File: config.mk
export PLATFORM = sky130hd
export DESIGN_NAME = i2c_autoinc_slave
export DESIGN_NICKNAME = d
export VERILOG_FILES = /design/src/rtl/i2cs_pkg.sv /design/src/rtl/i2cs_line_sync.sv /design/src/rtl/i2cs_regbank.sv /design/src/rtl/i2c_autoinc_slave.sv
export SDC_FILE = /design/constraint.sdc
export NUM_CORES = 1
export LEC_CHECK = 0
export CORE_ASPECT_RATIO = 1.4
export CORE_MARGIN = 1
export CORE_UTILIZATION = 64
export CTS_BUF_LIST = sky130_fd_sc_hd__clkbuf_4 sky130_fd_sc_hd__clkbuf_8 sky130_fd_sc_hd__clkbuf_16
export DETAILED_ROUTE_END_ITERATION = 8
export DONT_BUFFER_PORTS = 1
export GPL_TIMING_DRIVEN = 0
export PLACE_DENSITY = 0.8
export SLEW_MARGIN = 20
export SYNTH_ARGS = -nofsm -noshare
export SYNTH_HDL_FRONTEND = slang
export SYNTH_SLANG_ARGS = --single-unit
File: constraint.sdc
create_clock -name clk -period 3.8 [get_ports clk]
set_input_delay 0.57 -clock clk [delete_from_list [all_inputs] [get_ports clk]]
set_output_delay 0.57 -clock clk [all_outputs]
set_load 0.02 [all_outputs]
File: src/rtl/i2cs_pkg.sv
package i2cs_pkg;
  typedef enum logic [3:0] {
    ST_IDLE,
    ST_DEV,
    ST_DEV_ACK,
    ST_PTR,
    ST_PTR_ACK,
    ST_WR,
    ST_WR_ACK,
    ST_RD,
    ST_RD_ACK,
    ST_RD_LOAD,
    ST_IGNORE
  } i2cs_state_e;
endpackage

File: src/rtl/i2cs_line_sync.sv
module i2cs_line_sync #(
  parameter int STAGES = 2
) (
  input  logic clk,
  input  logic rst,
  input  logic scl_i,
  input  logic sda_i,
  output logic scl_s,
  output logic sda_s,
  output logic scl_rise,
  output logic scl_fall,
  output logic start_det,
  output logic stop_det
);
  logic [STAGES-1:0] scl_sh, sda_sh;
  logic              scl_prev, sda_prev;

  always_ff @(posedge clk) begin
    if (rst) begin
      scl_sh   <= '1;
      sda_sh   <= '1;
      scl_prev <= 1'b1;
      sda_prev <= 1'b1;
    end else begin
      scl_sh   <= {scl_sh[STAGES-2:0], scl_i};
      sda_sh   <= {sda_sh[STAGES-2:0], sda_i};
      scl_prev <= scl_sh[STAGES-1];
      sda_prev <= sda_sh[STAGES-1];
    end
  end

  assign scl_s     = scl_sh[STAGES-1];
  assign sda_s     = sda_sh[STAGES-1];
  assign scl_rise  = scl_s & ~scl_prev;
  assign scl_fall  = ~scl_s & scl_prev;
  assign start_det = scl_s & scl_prev & sda_prev & ~sda_s;
  assign stop_det  = scl_s & scl_prev & ~sda_prev & sda_s;
endmodule

File: src/rtl/i2cs_regbank.sv
module i2cs_regbank #(
  parameter int NREGS = 16,
  parameter int AW    = 4
) (
  input  logic          clk,
  input  logic          rst,
  input  logic          wr_en,
  input  logic [AW-1:0] wr_addr,
  input  logic [7:0]    wr_data,
  input  logic [AW-1:0] ra_addr,
  output logic [7:0]    ra_data,
  input  logic [AW-1:0] rb_addr,
  output logic [7:0]    rb_data
);
  logic [7:0] mem [NREGS];

  always_ff @(posedge clk) begin
    if (rst) begin
      for (int i = 0; i < NREGS; i++) mem[i] <= 8'h00;
      rb_data <= 8'h00;
    end else begin
      if (wr_en) mem[wr_addr] <= wr_data;
      rb_data <= mem[rb_addr];
    end
  end

  assign ra_data = mem[ra_addr];
endmodule

File: src/rtl/i2c_autoinc_slave.sv
module i2c_autoinc_slave #(
  parameter logic [6:0] DEV_ADDR    = 7'h2A,
  parameter int         NUM_REGS    = 16,
  parameter int         SYNC_STAGES = 2,
  localparam int        AW          = (NUM_REGS > 1) ? $clog2(NUM_REGS) : 1
) (
  input  logic          clk,
  input  logic          rst,
  input  logic          scl_i,
  input  logic          sda_i,
  output logic          sda_pull,
  input  logic [AW-1:0] host_addr,
  output logic [7:0]    host_data
);
  import i2cs_pkg::*;

  logic scl_s, sda_s, scl_rise, scl_fall, start_det, stop_det;

  i2cs_line_sync #(.STAGES(SYNC_STAGES)) u_sync (
    .clk(clk), .rst(rst), .scl_i(scl_i), .sda_i(sda_i),
    .scl_s(scl_s), .sda_s(sda_s), .scl_rise(scl_rise), .scl_fall(scl_fall),
    .start_det(start_det), .stop_det(stop_det)
  );

  i2cs_state_e   state;
  logic [2:0]    bitcnt;
  logic [7:0]    shreg, txbyte, rx_byte, ra_data;
  logic [AW-1:0] ptr, ptr_nxt, ra_addr;
  logic          rw_q, wr_en, byte_done;

  function automatic logic [AW-1:0] step_ptr(input logic [AW-1:0] p);
    return (p == AW'(NUM_REGS - 1)) ? '0 : p + 1'b1;
  endfunction

  assign rx_byte   = {shreg[6:0], sda_s};
  assign ptr_nxt   = step_ptr(ptr);
  assign byte_done = scl_rise && (bitcnt == 3'd7) && !start_det && !stop_det;
  assign wr_en     = (state == ST_WR) && byte_done;
  assign ra_addr   = (state == ST_RD_ACK) ? ptr_nxt : ptr;

  i2cs_regbank #(.NREGS(NUM_REGS), .AW(AW)) u_bank (
    .clk(clk), .rst(rst),
    .wr_en(wr_en), .wr_addr(ptr), .wr_data(rx_byte),
    .ra_addr(ra_addr), .ra_data(ra_data),
    .rb_addr(host_addr), .rb_data(host_data)
  );

  always_ff @(posedge clk) begin
    if (rst) begin
      state    <= ST_IDLE;
      bitcnt   <= '0;
      shreg    <= '0;
      txbyte   <= '0;
      ptr      <= '0;
      rw_q     <= 1'b0;
      sda_pull <= 1'b0;
    end else if (start_det) begin
      state    <= ST_DEV;
      bitcnt   <= '0;
      sda_pull <= 1'b0;
    end else if (stop_det) begin
      state    <= ST_IDLE;
      sda_pull <= 1'b0;
    end else begin
      case (state)
        ST_DEV, ST_PTR, ST_WR: begin
          if (scl_rise) begin
            shreg  <= rx_byte;
            bitcnt <= bitcnt + 3'd1;
            if (bitcnt == 3'd7) begin
              case (state)
                ST_DEV: begin
                  if (rx_byte[7:1] == DEV_ADDR) begin
                    rw_q   <= rx_byte[0];
                    txbyte <= ra_data;
                    state  <= ST_DEV_ACK;
                  end else begin
                    state <= ST_IGNORE;
                  end
                end
                ST_PTR: begin
                  ptr   <= rx_byte[AW-1:0];
                  state <= ST_PTR_ACK;
                end
                default: begin
                  ptr   <= ptr_nxt;
                  state <= ST_WR_ACK;
                end
              endcase
            end
          end
        end
        ST_DEV_ACK, ST_PTR_ACK, ST_WR_ACK: begin
          if (scl_fall) begin
            if (!sda_pull) begin
              sda_pull <= 1'b1;
            end else begin
              bitcnt <= '0;
              if (state == ST_DEV_ACK && rw_q) begin
                sda_pull <= ~txbyte[7];
                state    <= ST_RD;
              end else begin
                sda_pull <= 1'b0;
                state    <= (state == ST_DEV_ACK) ? ST_PTR : ST_WR;
              end
            end
          end
        end
        ST_RD: begin
          if (scl_rise) begin
            bitcnt <= bitcnt + 3'd1;
            if (bitcnt == 3'd7) state <= ST_RD_ACK;
          end else if (scl_fall && bitcnt != 3'd0) begin
            sda_pull <= ~txbyte[3'd7 - bitcnt];
          end
        end
        ST_RD_ACK: begin
          if (scl_fall) begin
            sda_pull <= 1'b0;
          end else if (scl_rise) begin
            ptr    <= ptr_nxt;
            txbyte <= ra_data;
            state  <= sda_s ? ST_IGNORE : ST_RD_LOAD;
          end
        end
        ST_RD_LOAD: begin
          if (scl_fall) begin
            sda_pull <= ~txbyte[7];
            bitcnt   <= '0;
            state    <= ST_RD;
          end
        end
        default: ;
      endcase
    end
  end
endmodule

Yosys cells after proc, flatten, opt, wreduce, memory -nomap -nowiden --
Memories as Yosys holds them, arrays and structs flattened. A register that Yosys moved wholly into a read port is not among the register bits. Cells that the tools add are included.
Cells by class: reduce and logical (&&, ||, !) cells 28, muxes and demuxes 55, equality and inequality tests 37, bitwise gates (word level) 15, order comparisons 1, $add $sub $neg 3
Operators by type and width (number):
- $mux 4 | 17
- $mux 8 | 7
- $ne 4x4->1 const B | 9
- $ne 2x2->1 const B | 15
- $pmux 4 s2 | 3
- $pmux 4 s5 | 1
- $reduce_and 10->1 | 2
- $mux 3 | 6
- $eq 4x3->1 const B | 4
- $mux 1 | 16
- $pmux 8 s2 | 1
- $eq 4x4->1 const B | 3
- $reduce_and 6->1 | 2
- $pmux 3 s3 | 1
- $reduce_and 9->1 | 1
- $reduce_or 3->1 | 3
- $eq 4x2->1 const B | 2
- $not 1->1 | 8
- $reduce_and 8->1 | 1
- $reduce_or 8->1 | 1
- $and 1x1->1 | 7
- $eq 7x6->1 const B | 1
- $reduce_and 7->1 | 1
- $reduce_bool 7->1 | 1
- 19 further kinds | 26
Storage, ports and cells: memories 1, output and inout port bits 9, flip-flop bits (word level) 34, memory bits (writable) 128
Memories:
- u_bank.mem | depth 16, width 8, read ports 2, clocked after Yosys merged registers in 1, write ports 16, RTL line i2cs_regbank.sv:15 | logic [7:0] mem [NREGS];

Depth between registers and ports, before layout --
word-level depth 12, depth in mapped cells 10

By module --
Synthesis repeated with hierarchy kept, for this count alone.
Second synthesis, totals: cells, all modules 684, area total of the unflattened synthesis 9161.3 µm²
By module, submodules not included:
- i2cs_regbank | cells each 467, instances 1, seq. area each 4003.8 µm², area an instance 7201.9 µm²
- i2c_autoinc_slave | cells each 201, instances 1, seq. area each 560.5 µm², area an instance 1769.2 µm²
- i2cs_line_sync | cells each 16, instances 1, seq. area each 120.1 µm², area an instance 190.2 µm²

Worst setup path after synthesis --
Ideal clock, no wire load.
kind reg-to-reg, start register ptr[0], end register txbyte[0], library setup time 0.127 ns, stages on the path, launching flop included 10, buffers on the path 3, arrival 2.539 ns, setup slack 1.134 ns, path through dfxtp_1 clkbuf_1 clkinv_1 ha_1 mux2_2 clkbuf_1 clkbuf_1 mux4_2 a222oi_1 nand2_1
On the way: word-level cells in the longest chain between the ends 9, elaborated cells between the ends (all ways) 12, classes of those cells 1 x add/sub; 1 x eq/ne; 9 x mux; 1 x memory
RTL lines:
- start: declaration | RTL line i2c_autoinc_slave.sv:28 | logic [AW-1:0] ptr, ptr_nxt, ra_addr;
- start signal: assignment | RTL line i2c_autoinc_slave.sv:82 | ptr <= rx_byte[AW-1:0];
- start signal: assignment | RTL line i2c_autoinc_slave.sv:86 | ptr <= ptr_nxt;
- start signal: assignment | RTL line i2c_autoinc_slave.sv:121 | ptr <= ptr_nxt;
- $add 4x1->4 / $eq 4x4->1 (equally long branches) | RTL line i2c_autoinc_slave.sv:32 | return (p == AW'(NUM_REGS - 1)) ? '0 : p + 1'b1;
- $mux 4 | RTL line i2c_autoinc_slave.sv:32
- $mux 4 (*) | RTL line i2c_autoinc_slave.sv:39 | assign ra_addr = (state == ST_RD_ACK) ? ptr_nxt : ptr;
- $mem_v2 16x8 (*)
- $mux 8 | RTL line i2c_autoinc_slave.sv:73 | if (rx_byte[7:1] == DEV_ADDR) begin
- $mux 8 | RTL line i2c_autoinc_slave.sv:71 | case (state)
- $mux 8 | RTL line i2c_autoinc_slave.sv:70 | if (bitcnt == 3'd7) begin
- $mux 8 | RTL line i2c_autoinc_slave.sv:67 | if (scl_rise) begin
- $pmux 8 s2 (*) | RTL line i2c_autoinc_slave.sv:65 | case (state)
- end signal: assignment | RTL line i2c_autoinc_slave.sv:75 | txbyte <= ra_data;
- end signal: assignment | RTL line i2c_autoinc_slave.sv:122 | txbyte <= ra_data;
- end: declaration | RTL line i2c_autoinc_slave.sv:27 | logic [7:0] shreg, txbyte, rx_byte, ra_data;
Mark *: on every way between the ends. The rest lies on a longest branch, timed or not. The select of a mux whose other input is x is not followed. A chain may end at the register's enable or synchronous reset.

==> results by stage <==
Logic synthesis:
- The yosys synthesis warning count is 0.
- The post-synthesis average cell area is roughly 13 um2.
- In the synthesized netlist the dominant register cell turns out to be edfxtp_1.
- By area the synthesized netlist is led by edfxtp_1 42%, mux4_2 16%, and2_1 9.5%.
- The mapped netlist covers 0.00910 mm2.
- The post-synthesis cell count is 715.
- By count the netlist is led by 138 x and2_1, 128 x edfxtp_1, 64 x mux4_2.
- The most frequently used cell type in the post-synthesis netlist is and2_1.
- Of the post-synthesis cell area, the dominant cell type holds 0.422.
- The number of flops mapped to enable cells by yosys is approximately 130.
- The share of flip-flops with an asynchronous set or reset is 0.
- The largest area contributor in the synthesized netlist is edfxtp_1.
- The post-synthesis net count is 730.
- The flip-flop and latch count after synthesis is between 150 and 200.
- The number of distinct library cell variants in the gate-level netlist after synthesis is 62.
- For this run, the register share of the synthesized area comes to 0.515.

Detailed routing:
- Using the TritonRoute via totals, the vias-per-cell ratio works out to 6.98.
- Summed over all layers, the routed wires come to 26000 um.
- Across all layers, the routed design uses 6508 vias.
- For this run, the detailed router's first-pass iteration total came to 7.
- The detail-routed net length per standard cell is 27.9 um.
- After detailed routing, the number of remaining DRC violations is 0.
- In this run the remaining antenna-violating nets after routing total 0.
- The number of DRC markers in iteration 0 is 723.

Clocking:
- The root buffer cell chosen for the clock tree is clkbuf_16.
- The number of H-tree branching levels is 4.
- Counting every sink on the clock net gives between 150 and 200.
- For the worst-skew pair, the clock arrives at the later sink with an insertion delay of 0.44 ns.
- The post-CTS setup buffer count is 0.
- TritonCTS built the clock tree.
- The clock edge transition at the registers on the reported setup and hold paths is 0.06 ns.
- The CTS buffer count is 17.
- The maximum buffer depth of the clock tree is 2.

Power:
- In this run the static leakage power is approximately 0.0034 uW.
- Across the VDD grid, the largest voltage drop is 0.000297 V.
- The areal power density over the cells is 421 mW/mm2.
- After layout, the design draws a total of 4190 uW.

Critical path:
- The number of buffer and inverter stages on the critical path is 2.
- The element type at the critical path start is a register.
- The slack of the worst reg-to-reg path is around 0.14 ns.
- Of all nets on the critical path, the largest fanout is 10.
- Measured in cells, the most critical reg-to-reg path has a length of 8.
- At the worst endpoint, the required time is 3.92 ns.
- The worst setup path is captured at a register.
- By startpoint and endpoint, the worst setup path is classified as register to register.
- On the critical path the largest part of the delay comes from simple AND/OR/NAND/NOR gates.
- The critical path crosses 8 cells after its start point.
- Counting stages on the worst path, the most repeated cell is nand2_1.
- The critical path data arrival time is 3.78 ns.
- The largest stage delay on the critical path is 0.80 ns.
- Walking the worst path, the cells encountered are buf_2 -> nor2b_1 -> clkbuf_1 -> nand2_1 -> nor4_1 -> nand2_1 -> nor3_1 -> or2_2.
- The startpoint identified for the worst register-to-register timing path is state[0].
- In this run the critical register-to-register path is captured at u_bank.mem[3][5].
- Among all stages on the critical path, the largest delay is contributed by nor3_1.

Floorplanning:
- The initial cell density of the core is 0.654.
- The core box area is ~0.014 mm2.
- The number of top-level pins is 17.
- The die height is 143 um.
- In this run the horizontal extent of the chip is 103 um.
- The initialized floorplan defines 51 standard-cell rows.
- The full die area is 0.0147 mm2.

STA:
- The maximum clock rate is between 200 and 300 MHz.
- Of the available clock period, the critical path in the final layout requires 0.964.
- Setup slack closes at 0.137 ns.
- Setup repair after global routing left no endpoint under its margin.
- Setup violations remaining at the end of the flow were counted as 0.
- The maximum clock skew at final layout is 0.00834 ns.
- The headroom to the max-slew limit is 0.327.
- The transition time at the pin with the least slew margin is 1.00 ns.
- The hold violation count in the final report is 0.
- The worst path in the final design needs a cycle of 3.66 ns, including I/O delays and setup.
- The final number of max-transition violations is 0.
- The final-layout setup total negative slack is 0 ns.

Placement:
- Buffers placed on the I/O ports in this run total 0.
- Counting tap cells, the placed design contains a total of 900 instances.
- The sum of net half-perimeters after detailed placement is between 15000 and 20000 um.
- The placer's final routability congestion estimate is between 0.9 and 1.
- The post-placement worst setup slack is 0.204 ns.
- Once placement finished, the instance area stood at 0.00934 mm2.

Cells and area:
- After the flow finishes, the layout carries non-filler instances totaling 932.
- With fillers left out, the area of the finished cells amounts to 0.00995 mm2.
- The number of nets in the finished design is 749.
- The layout cell share with drive strength beyond 1 is 0.167.
- Relative to the synthesized area, the layout overhead comes to 9.36%.
- The number of antenna cells inserted is 0.

Global routing:
- The number of global-route vias before repair is approximately 6300.
- For this run the aggregate overflow at the end of global routing stands at 0.
- The global-route wire length before repair is approximately 38000 um.
- The initial antenna violation count came to 0.
- The total global routing track utilization is 0.379.
- Entering global routing, the biggest net connects 17 pins.

Hold path:
- The number of cells on the worst hold path is 1.
- The start point of the worst hold path is sda_i.
- The end point of the most critical hold path is u_sync.sda_sh[0].
- The path category of the worst min-delay check is primary input to register.

Job:
- The number of max-capacitance violations reported is 0.

Run status:
- The run finished with clean final reports.
==> per-stage QoR <==
stage | hold WS, ns | utilization
6_report | 0.239 | 0.715
5_1_grt | 0.233 | 0.715
4_1_cts | 0.226 | 0.715
3_5_place_dp | 0.400 | 0.672
3_3_place_gp | 0.392 | 0.671
2_1_floorplan | 0.389 | -
==> area by class of cell <==
class                   instances  area (um2)
clock inverters                13         166
clock buffers                  19         440
well taps                     185         231
plain buffers                  50         216
flip-flops and latches        170        4680
multi-input cells             485        4170
inverters                      10        37.5
fillers                       990        3960
==> logic make-up (layout without fill, tap and decap cells) <==
family | after synthesis | after routing | share of synthesized area
flip-flops | 170 | 170 | 0.515
AO/OA/AOI/OAI | 89 | 89 | 0.0663
adder cells (fa/ha/maj) | 7 | 7 | 0.00963
AND/OR/NAND/NOR | 300 | 300 | 0.190
XOR/XNOR | 1 | 1 | 0.000963
buffers and inverters | 60 | 92 | 0.0278
multiplexers | 88 | 88 | 0.191
==> worst max path at each step <==
stage,start,end
3_5_place_dp,ptr[0],txbyte[1]
6_report,state[0],u_bank.mem[3][5]
2_1_floorplan,ptr[0],txbyte[0]
3_3_place_gp,state[0],u_bank.mem[3][1]
5_1_grt,state[0],u_bank.mem[3][7]
4_1_cts,ptr[0],txbyte[1]
==> flip-flops by register name, indices dropped and copies added, names as in the netlist <==
register         cells
state                4
u_sync.sda_prev      1
u_sync.sda_sh        2
u_bank.mem         128
rw_q                 1
u_sync.scl_sh        2
shreg                7
sda_pull             1
u_bank.rb_data       8
ptr                  4
u_sync.scl_prev      1
txbyte               8
bitcnt               3
==> metal layers <==
layer | part of all wire | vias up | routed length (um) | global-route usage
met3 | 0.099 | 100 | 2570 | 0.0935
met4 | 0.073 | 0 | 1900 | 0.264
li1 | - | 2768 | - | -
met1 | 0.34 | 3202 | 8910 | 0.443
met2 | 0.49 | 438 | 12700 | 0.608
met5 | 0 | - | 0 | 0
==> timing repair <==
action                                  in CTS  in global routing
resized for setup                            0                  2
endpoints found under the hold margin        0                  0
endpoints found under the setup margin       0                  2
hold buffers                                 0                  0
==> cell usage in the layout, fill, tap and decap left out, drive strengths merged, types with 8 or more instances in the layout <==
cell type  instances
buf               12
dfxtp             42
o21ai             29
a21oi              9
edfxtp           128
nand2             34
nand2b             8
nor2              40
nand3             24
mux2i             18
clkbuf            57
and2             138
inv               13
or2               10
nor3              12
mux4              67
==> report_power, final <==
part | switching, uW | internal [uW] | leakage [uW]
Sequential | 65.2 | 2070 | 0.00156
Clock | 747 | 1060 | 0.000300
Combinational | 133 | 116 | 0.00155
No activity file was read; power rests on OpenSTA's default activity.
